===== config.mk =====
export PLATFORM = sky130hd
export DESIGN_NAME = bcd_rtc
export DESIGN_NICKNAME = d
export VERILOG_FILES = /design/src/rtl/bcd_rtc_pkg.sv /design/src/rtl/bcd_rtc_hour_step.sv /design/src/rtl/bcd_rtc_month_len.sv /design/src/rtl/bcd_rtc.sv
export SDC_FILE = /design/constraint.sdc
export NUM_CORES = 1
export LEC_CHECK = 0
export ABC_AREA = 0
export ABC_CLOCK_PERIOD_IN_PS = 4650
export BUFFER_PORTS_ARGS = -buffer_cell sky130_fd_sc_hd__buf_2
export CAP_MARGIN = 10
export CORE_UTILIZATION = 38
export CTS_CLUSTER_SIZE = 40
export DETAILED_ROUTE_END_ITERATION = 7
export MAX_ROUTING_LAYER = met4
export RECOVER_POWER = 25
export SLEW_MARGIN = 10
export SYNTH_ARGS = -nofsm -noshare
export SYNTH_HDL_FRONTEND = slang
export SYNTH_SLANG_ARGS = --single-unit

===== constraint.sdc =====
create_clock -name clk_i -period 4.65 [get_ports clk_i]
set_clock_uncertainty 0.2 [all_clocks]
set_input_delay 0.2325 -clock clk_i [delete_from_list [all_inputs] [get_ports clk_i]]
set_output_delay 0.2325 -clock clk_i [all_outputs]
set_load 0.02 [all_outputs]

===== src/rtl/bcd_rtc_pkg.sv =====
package bcd_rtc_pkg;
  localparam int ADDR_W = 3;
  localparam int DATA_W = 8;

  localparam logic [ADDR_W-1:0] A_SEC  = 3'd0;
  localparam logic [ADDR_W-1:0] A_MIN  = 3'd1;
  localparam logic [ADDR_W-1:0] A_HOUR = 3'd2;
  localparam logic [ADDR_W-1:0] A_DATE = 3'd3;
  localparam logic [ADDR_W-1:0] A_MON  = 3'd4;
  localparam logic [ADDR_W-1:0] A_DOW  = 3'd5;
  localparam logic [ADDR_W-1:0] A_YEAR = 3'd6;

  localparam logic [DATA_W-1:0] RST_SEC  = 8'h00;
  localparam logic [DATA_W-1:0] RST_MIN  = 8'h00;
  localparam logic [DATA_W-1:0] RST_HOUR = 8'h00;
  localparam logic [DATA_W-1:0] RST_DATE = 8'h01;
  localparam logic [DATA_W-1:0] RST_MON  = 8'h01;
  localparam logic [DATA_W-1:0] RST_DOW  = 8'h01;
  localparam logic [DATA_W-1:0] RST_YEAR = 8'h00;

  function automatic logic [DATA_W-1:0] bcd_inc(input logic [DATA_W-1:0] v);
    if (v[3:0] == 4'h9) return {v[7:4] + 4'h1, 4'h0};
    return v + 8'h01;
  endfunction

  function automatic logic [DATA_W-1:0] reg_mask(input logic [ADDR_W-1:0] a);
    case (a)
      A_SEC:   return 8'hFF;
      A_MIN:   return 8'h7F;
      A_HOUR:  return 8'hBF;
      A_DATE:  return 8'h3F;
      A_MON:   return 8'h1F;
      A_DOW:   return 8'h07;
      A_YEAR:  return 8'hFF;
      default: return 8'h00;
    endcase
  endfunction
endpackage


===== src/rtl/bcd_rtc_hour_step.sv =====
module bcd_rtc_hour_step
  import bcd_rtc_pkg::*;
(
  input  logic [DATA_W-1:0] hour_i,
  output logic [DATA_W-1:0] hour_o,
  output logic              day_carry_o
);
  logic              mode12;
  logic              pm;
  logic [DATA_W-1:0] h12, h24, h12_inc, h24_inc;

  assign mode12  = hour_i[7];
  assign pm      = hour_i[5];
  assign h12     = {3'b000, hour_i[4:0]};
  assign h24     = {2'b00, hour_i[5:0]};
  assign h12_inc = bcd_inc(h12);
  assign h24_inc = bcd_inc(h24);

  always_comb begin
    hour_o      = '0;
    day_carry_o = 1'b0;
    if (mode12) begin
      if (h12 == 8'h11) begin
        hour_o      = {1'b1, 1'b0, ~pm, 5'h12};
        day_carry_o = pm;  // 11 PM -> 12 AM starts a new day
      end else if (h12 == 8'h12) begin
        hour_o = {1'b1, 1'b0, pm, 5'h01};
      end else begin
        hour_o = {1'b1, 1'b0, pm, h12_inc[4:0]};
      end
    end else begin
      if (h24 == 8'h23) begin
        hour_o      = 8'h00;
        day_carry_o = 1'b1;
      end else begin
        hour_o = {2'b00, h24_inc[5:0]};
      end
    end
  end
endmodule


===== src/rtl/bcd_rtc_month_len.sv =====
module bcd_rtc_month_len
  import bcd_rtc_pkg::*;
(
  input  logic [DATA_W-1:0] month_i,
  input  logic [DATA_W-1:0] year_i,
  output logic [DATA_W-1:0] last_date_o
);
  logic [3:0] mod_sum;
  logic       leap;

  // 10*t + u == 2*t + u (mod 4); only the low bit of t matters
  assign mod_sum = {2'b00, year_i[4], 1'b0} + year_i[3:0];
  assign leap    = (mod_sum[1:0] == 2'b00);

  always_comb begin
    case (month_i)
      8'h02:                      last_date_o = leap ? 8'h29 : 8'h28;
      8'h04, 8'h06, 8'h09, 8'h11: last_date_o = 8'h30;
      default:                    last_date_o = 8'h31;
    endcase
  end
endmodule


===== src/rtl/bcd_rtc.sv =====
module bcd_rtc
  import bcd_rtc_pkg::*;
(
  input  logic              clk_i,
  input  logic              rst_ni,
  input  logic              tick_i,
  input  logic              wr_en_i,
  input  logic [ADDR_W-1:0] wr_addr_i,
  input  logic [DATA_W-1:0] wr_data_i,
  input  logic [ADDR_W-1:0] rd_addr_i,
  output logic [DATA_W-1:0] rd_data_o
);
  logic [DATA_W-1:0] sec_q, min_q, hour_q, date_q, mon_q, dow_q, year_q;
  logic [DATA_W-1:0] hour_nxt, last_date, wr_val;
  logic              adv, c_min, c_hour, c_day, c_mon, c_year, hour_carry;

  bcd_rtc_hour_step u_hour (
    .hour_i      (hour_q),
    .hour_o      (hour_nxt),
    .day_carry_o (hour_carry)
  );

  bcd_rtc_month_len u_mlen (
    .month_i     (mon_q),
    .year_i      (year_q),
    .last_date_o (last_date)
  );

  assign adv    = tick_i & ~wr_en_i & ~sec_q[7];
  assign c_min  = adv & (sec_q[6:0] == 7'h59);
  assign c_hour = c_min & (min_q == 8'h59);
  assign c_day  = c_hour & hour_carry;
  assign c_mon  = c_day & (date_q >= last_date);
  assign c_year = c_mon & (mon_q == 8'h12);
  assign wr_val = wr_data_i & reg_mask(wr_addr_i);

  always_ff @(posedge clk_i or negedge rst_ni) begin
    if (!rst_ni) begin
      sec_q  <= RST_SEC;
      min_q  <= RST_MIN;
      hour_q <= RST_HOUR;
      date_q <= RST_DATE;
      mon_q  <= RST_MON;
      dow_q  <= RST_DOW;
      year_q <= RST_YEAR;
    end else if (wr_en_i) begin
      case (wr_addr_i)
        A_SEC:   sec_q  <= wr_val;
        A_MIN:   min_q  <= wr_val;
        A_HOUR:  hour_q <= wr_val;
        A_DATE:  date_q <= wr_val;
        A_MON:   mon_q  <= wr_val;
        A_DOW:   dow_q  <= wr_val;
        A_YEAR:  year_q <= wr_val;
        default: ;
      endcase
    end else begin
      if (adv)    sec_q  <= c_min ? 8'h00 : bcd_inc({1'b0, sec_q[6:0]});
      if (c_min)  min_q  <= c_hour ? 8'h00 : bcd_inc(min_q);
      if (c_hour) hour_q <= hour_nxt;
      if (c_day) begin
        date_q <= c_mon ? 8'h01 : bcd_inc(date_q);
        dow_q  <= (dow_q == 8'h07) ? 8'h01 : dow_q + 8'h01;
      end
      if (c_mon)  mon_q  <= c_year ? 8'h01 : bcd_inc(mon_q);
      if (c_year) year_q <= (year_q == 8'h99) ? 8'h00 : bcd_inc(year_q);
    end
  end

  always_comb begin
    case (rd_addr_i)
      A_SEC:   rd_data_o = sec_q;
      A_MIN:   rd_data_o = min_q;
      A_HOUR:  rd_data_o = hour_q;
      A_DATE:  rd_data_o = date_q;
      A_MON:   rd_data_o = mon_q;
      A_DOW:   rd_data_o = dow_q;
      A_YEAR:  rd_data_o = year_q;
      default: rd_data_o = '0;
    endcase
  end
endmodule


---- After elaboration in Yosys (flattened, before gate mapping) ----
Index checks and enable logic that the tools add are counted.
word-level totals
  input port bits ......................... 18
  output and inout bits ................... 8
  register bits after elaboration ......... 56
  logic and storage cells ................. 162
operators by class
  bitwise operators ....................... 11
  equal/unequal tests ..................... 39
  reduce and logical (&&, ||, !) cells .... 19
  mux-type cells .......................... 68
  add/sub/neg operators ................... 16
  order comparisons ....................... 1
operators by type and width
  kind                                                             number
  8-bit 2-to-1 mux                                                 39
  8-bit case mux with 7 select lines                               1
  8-bit case mux with 6 select lines                               1
  8-bit by 1-bit adder with 8-bit output, second input constant    5
  4-bit == test, second input constant                             6
  8-bit by 3-bit == test with 1-bit output, second input constant  3
  1-bit 2-to-1 mux                                                 20
  3-bit == test, second input constant                             6
  6-bit 2-to-1 mux                                                 3
  4-bit by 1-bit adder with 4-bit output, second input constant    4
  8-bit by 5-bit == test with 1-bit output, second input constant  2
  8-bit case mux with 2 select lines                               1
  5-bit 2-to-1 mux                                                 3
  2-bit by 1-bit != test with 1-bit output, second input constant  7
  2-bit AND reduction                                              7
  3-bit by 2-bit == test with 1-bit output, second input constant  4
  2-bit nonzero test                                               6
  5-bit == test, second input constant                             2
  7-bit by 1-bit adder with 8-bit output, second input constant    1
  8-bit bitwise AND                                                1
  8-bit by 2-bit == test with 1-bit output, second input constant  1
  8-bit by 4-bit == test with 1-bit output, second input constant  1
  8-bit by 7-bit == test with 1-bit output, second input constant  1
  8-bit == test, second input constant                             1
  other kinds (18)                                                 28

---- Longest topological paths before layout ----
  depth after elaboration ................. 14
  gate-level depth with buffers ........... 14
  mapped depth without buffers ............ 13

---- Cells and area by module ----
Synthesis repeated with hierarchy kept, for this count alone.
unflattened totals
  cell total of the unflattened synthesis .. 601
  area total of the unflattened synthesis .. 4,809.6 sq um
modules (own cells, without submodules)
  module             times used  area each (sq um)  sequential area each (sq um)  cells each
  bcd_rtc            1           4,365.4            1,405.1                       535
  bcd_rtc_hour_step  1           284.0              0.0                           44
  bcd_rtc_month_len  1           160.2              0.0                           22

---- Worst setup path after synthesis ----
No wires, ideal clock.
  path kind ............................... register to register
  start ................................... register mon_q[0]
  end ..................................... register mon_q[6]
  setup slack ............................. 1.384 ns
  stages on the path, launching flop included .. 14
  path buffers ............................ 2
  period minus slack after synthesis ...... 3.266 ns
  setup time .............................. 0.082 ns
  required time ........................... 4.368 ns
  arrival ................................. 2.984 ns
  cells stage by stage .................... dfstp_2 clkbuf_1 nand2_1 nor2_1 a31oi_1 o32a_1 ha_1 nor4b_2 nor2_1 a2111oi_4 nor3_4 buf_6 a211o_1 a31oi_1
on the way
  word-level cells in the longest chain between the ends .. 9
  elaborated cells between the ends (all ways) .. 22
  classes of those cells .................. add/sub (1); order compare (1); eq/ne (7); mux (8); bitwise (2); reduce/logical (3)
ends and longest elaborated chain
  what                                                              line                     RTL
  from (decl)                                                       bcd_rtc.sv:13            logic [DATA_W-1:0] sec_q, min_q, hour_q, date_q, mon_q, dow_q, year_q;
  from (signal assigned)                                            bcd_rtc.sv:52            A_MON: mon_q <= wr_val;
  from (signal assigned)                                            bcd_rtc.sv:65            if (c_mon) mon_q <= c_year ? 8'h01 : bcd_inc(mon_q);
  8-bit by 3-bit == test with 1-bit output (tied with other cells)  bcd_rtc_month_len.sv:16  case (month_i)
  4-bit OR reduction                                                bcd_rtc_month_len.sv:16
  8-bit case mux with 2 select lines                                bcd_rtc_month_len.sv:16
  8-bit >= comparator                                               bcd_rtc.sv:33            assign c_mon = c_day & (date_q >= last_date);
  1-bit bitwise AND                                                 bcd_rtc.sv:33
  1-bit bitwise AND                                                 bcd_rtc.sv:34            assign c_year = c_mon & (mon_q == 8'h12);
  8-bit 2-to-1 mux (2 in a row)                                     bcd_rtc.sv:65
  8-bit 2-to-1 mux                                                  bcd_rtc.sv:46            end else if (wr_en_i) begin
Parallel ways exist; a longest one is shown, timed or not. The select of a mux whose other input is x is not followed.
A chain may end at the register's enable or synchronous reset.

---- Worst setup path in the final report ----
  start ................................... register mon_q[4]
  end ..................................... register date_q[6]
on the way
  word-level cells in the longest chain between the ends .. 8
  elaborated cells between the ends (all ways) .. 12
  classes of those cells .................. order compare (1); eq/ne (5); mux (4); bitwise (1); reduce/logical (1)
ends and longest elaborated chain
  what                                                              line                     RTL
  8-bit by 3-bit == test with 1-bit output (tied with other cells)  bcd_rtc_month_len.sv:16
  4-bit OR reduction                                                bcd_rtc_month_len.sv:16
  8-bit case mux with 2 select lines *                              bcd_rtc_month_len.sv:16
  8-bit >= comparator *                                             bcd_rtc.sv:33
  1-bit bitwise AND *                                               bcd_rtc.sv:33
  8-bit 2-to-1 mux *                                                bcd_rtc.sv:62            date_q <= c_mon ? 8'h01 : bcd_inc(date_q);
  8-bit 2-to-1 mux *                                                bcd_rtc.sv:61            if (c_day) begin
  8-bit 2-to-1 mux *                                                bcd_rtc.sv:46
  to (signal assigned)                                              bcd_rtc.sv:51            A_DATE: date_q <= wr_val;
  to (signal assigned)                                              bcd_rtc.sv:62
  to (decl)                                                         bcd_rtc.sv:13
Every way passes the cells marked *; elsewhere a longest branch is shown, timed or not. The select of a mux whose other input is x is not followed.

==> results.toml <==
[sta]
finalSetupViolCount = 0
fmax_mhz = 283
finalHoldViolations = 0
rsz0062_at_grt = "false"
tightestPinTransition_ns = 1.09
finalSetupTns_ns = 0
slew-limit-headroom_pct = 27.6
layout_min_cycle_time_ns = 3.53
slew_viol_final = 0
finalCritPeriodShare_pct = 76.0

[job]
maxCapViolCount = 0

[clocking]
cts_resized = 0
hold_buffers = 2
post_cts_buffers = 0
cts_tree = "built"
clk-insertion-delay-late_ns = 0.31
cts_sinks = 56
cts.clk_slew.worst_paths_ns = 0.08
numCtsBuffers = 5
h-tree-depth = 2
cts_max_path_buffers = 2
cts_root_buf = "clkbuf_16"

[final_layout]
num_antenna_cells = 0
drive_above_1_share_pct = 11.2
utilization_pct = 42.5
fill_cells = 1145
syn_to_final_growth_pct = 7.88
final_cells = 706
nets = 599

[pwr]
p_total_w = 0.00205
p_sw_w = 0.000864
p_leak_nw = 2.11
netSwitchingFraction_pct = 42.1
internal_power_w = 0.00119
pwr-share-seq_pct = 43.5
clkPwrFrac_pct = 21.9
p_comb_share_pct = 34.6
ir_drop_v = 0.000192
powerDensity_nw_per_um2 = 417

[die]
die_h_um = 112
rows = 39
ios = 26
coreArea_um2 = 11600
die_x_um = 112
initial_utilization_pct = 39.4
die-area_um2 = 12400

[global_routing]
antenna_found_initial = 0
grt_max_degree = 57
grt_pass1_wl_mm = 22.3
grt.total_usage_pct = 23.9
grt_pass1_vias = 3899
grt.overflow.total = 0

[critical_path]
required_ns = 4.70
reg2reg_depth = 13
cp-end-kind = "flop"
critical_path_class = "flop to flop"
cp_max_fo = 7
critPathArrivalTime_ns = 3.58
start_kind = "flop"

[synthesis]
synth-edff-count = 0
yosys_warnings = 0
ys_seq_elements = 56
syn_nets = 596
ys_async_sr_fraction_pct = 100
avgSynthCellArea_um2 = 8.15
syn_inst = 559
netlist.area_leader.share_pct = 29.1
synth_top_area_cell = "dfrtp_1"
yosys-top-cells-area = "dfrtp_1 29%, ha_1 5.2%, nand2_1 5.2%, o21ai_0 4.6%, a21oi_1 4.3%"
synth_area_um2 = 4560
ys_types = 79
seq_area_frac_synth_pct = 30.8
synth_ff_type = "dfrtp_1"

[detailed_routing]
drt_wl_total_mm = 14.0
drtPass1Iterations = 6
wire_per_inst_um = 19.9
vias_per_cell = 6.20
drt_iter0_markers = 387
num_vias = 4377
drc = 0
antenna_left = 0

[outcome]
outcome = "completed"

[placement]
port_buffers = 25
dp_hpwl_mm = 10.1
dp_cells = 696
routabilityCongestion = 0.925

[worst_hold_path]
hold_class = "input port to flop"
hold_depth = 3
[state kept, by name (all words and copies together), names as in the netlist]
name,cells
sec_q,8
hour_q,8
min_q,8
mon_q,8
date_q,8
dow_q,8
year_q,8
[final timing paths]
kind / slack [ns] / end / start
max in group asynchronous: 3.32 / date_q[2]$_DFFE_PN0P_ / rst_ni
worst min register to register: 0.31 / hour_q[6]$_DFFE_PN0P_ / hour_q[6]$_DFFE_PN0P_
worst max-delay path: 1.12 / date_q[6]$_DFFE_PN0P_ / mon_q[4]$_DFFE_PN0P_
min in group asynchronous: 0.41 / sec_q[4]$_DFFE_PN0P_ / rst_ni
worst max register to register: 1.12 / date_q[6]$_DFFE_PN0P_ / mon_q[4]$_DFFE_PN0P_
worst min-delay path: 0.04 / min_q[0]$_DFFE_PN0P_ / wr_data_i[0]
[synth_stat cells, types with 3 or more instances]
| master | count |
|---|---|
| nand2_1 | 63 |
| o21ai_0 | 42 |
| dfstp_2 | 3 |
| nand4_1 | 5 |
| nor2b_1 | 6 |
| a31oi_1 | 15 |
| a21oi_1 | 39 |
| mux2i_1 | 10 |
| nand2b_1 | 8 |
| nor2_1 | 49 |
| buf_2 | 6 |
| a221oi_1 | 4 |
| xor2_1 | 3 |
| xnor2_1 | 5 |
| o221ai_1 | 6 |
| nor3_1 | 15 |
| a211o_1 | 5 |
| o211ai_1 | 6 |
| o31a_1 | 6 |
| a22oi_1 | 5 |
| or3_1 | 3 |
| o22ai_1 | 7 |
| inv_1 | 25 |
| o21a_1 | 4 |
| o31ai_1 | 7 |
| nand3b_1 | 4 |
| nand3_1 | 23 |
| nor4_1 | 3 |
| a22o_1 | 7 |
| clkbuf_1 | 24 |
| mux4_2 | 4 |
| mux2_2 | 3 |
| ha_1 | 19 |
| o21ai_1 | 3 |
| nor3b_1 | 4 |
| a21o_1 | 5 |
| and3_1 | 12 |
| dfrtp_1 | 53 |
[metal layers]
layer / GRT usage (%) / wire length [um] / part of all wire [%]
met5: - / 0 / 0
met4: 9.19 / 414 / 3.0
met3: 4.25 / 1010 / 7.2
met2: 34.2 / 6280 / 45
met1: 33.4 / 6340 / 45
[power groups by stage]
stage | Clock [W] | Combinational (W) | Sequential (W)
floorplan | 0 | 0.000635 | 0.000738
global placement | 0 | 0.000689 | 0.000891
detailed placement | 0 | 0.000703 | 0.000892
CTS | 0.000464 | 0.000708 | 0.000884
global route | 0.000479 | 0.000805 | 0.000917
finish | 0.000450 | 0.000710 | 0.000892
[cell usage in the layout, fill, tap and decap left out, drive strengths merged, types with 8 or more instances in the layout]
| cell type | instances |
|---|---|
| a21oi | 40 |
| a31oi | 16 |
| and3 | 12 |
| buf | 27 |
| dfrtp | 53 |
| ha | 19 |
| inv | 25 |
| mux2i | 10 |
| nand2 | 63 |
| nand2b | 8 |
| nand3 | 23 |
| nor2 | 49 |
| nor3 | 17 |
| o21ai | 46 |
| o31ai | 8 |
[layout make-up]
| type | instances | area [um^2] | share of cell area, % |
|---|---|---|---|
| clock buffers | 5 | 125 | 2.54 |
| well taps | 143 | 179 | 3.64 |
| flip-flops and latches | 56 | 1410 | 28.6 |
| inverters | 26 | 97.6 | 1.98 |
| clock inverters | 3 | 42.5 | 0.865 |
| repair buffers | 30 | 166 | 3.38 |
| multi-input cells | 443 | 2900 | 59.0 |
[cell families (layout without fill, tap and decap cells)]
| kind of cell | count (synthesis) | after routing | synth area share, % |
|---|---|---|---|
| flip-flops | 56 | 56 | 30.8 |
| adder cells (fa/ha/maj) | 19 | 19 | 5.22 |
| AND/OR/NAND/NOR | 215 | 215 | 24.6 |
| multiplexers | 17 | 17 | 4.91 |
| XOR/XNOR | 8 | 8 | 1.54 |
| buffers and inverters | 60 | 64 | 5.52 |
| AO/OA/AOI/OAI | 184 | 184 | 27.4 |
[metrics by stage]
stage | worst slack (ns) | hold slack, ns | area, um^2
6_report | 1.12 | 0.0410 | 4920
5_1_grt | 0.853 | 0.0849 | 4920
4_1_cts | 1.15 | 0.0381 | 4920
3_5_place_dp | 1.18 | 0.246 | 4730
3_3_place_gp | 1.25 | 0.247 | 4730
2_1_floorplan | 1.38 | -0.263 | 4560
[worst max-delay path: stages, from the launching register on]
cell and delay, ns:
dfrtp_1 0.46, inv_1 0.11, ha_1 0.19, mux2i_1 0.09
nor2_1 0.11, a31oi_1 0.05, o32a_1 0.31, ha_1 0.29
nor4b_2 0.21, nor2_1 0.10, a2111oi_4 0.59, o21ai_1 0.27
nor4b_1 0.34, a31o_2 0.15
No activity file was read; power rests on OpenSTA's default activity.
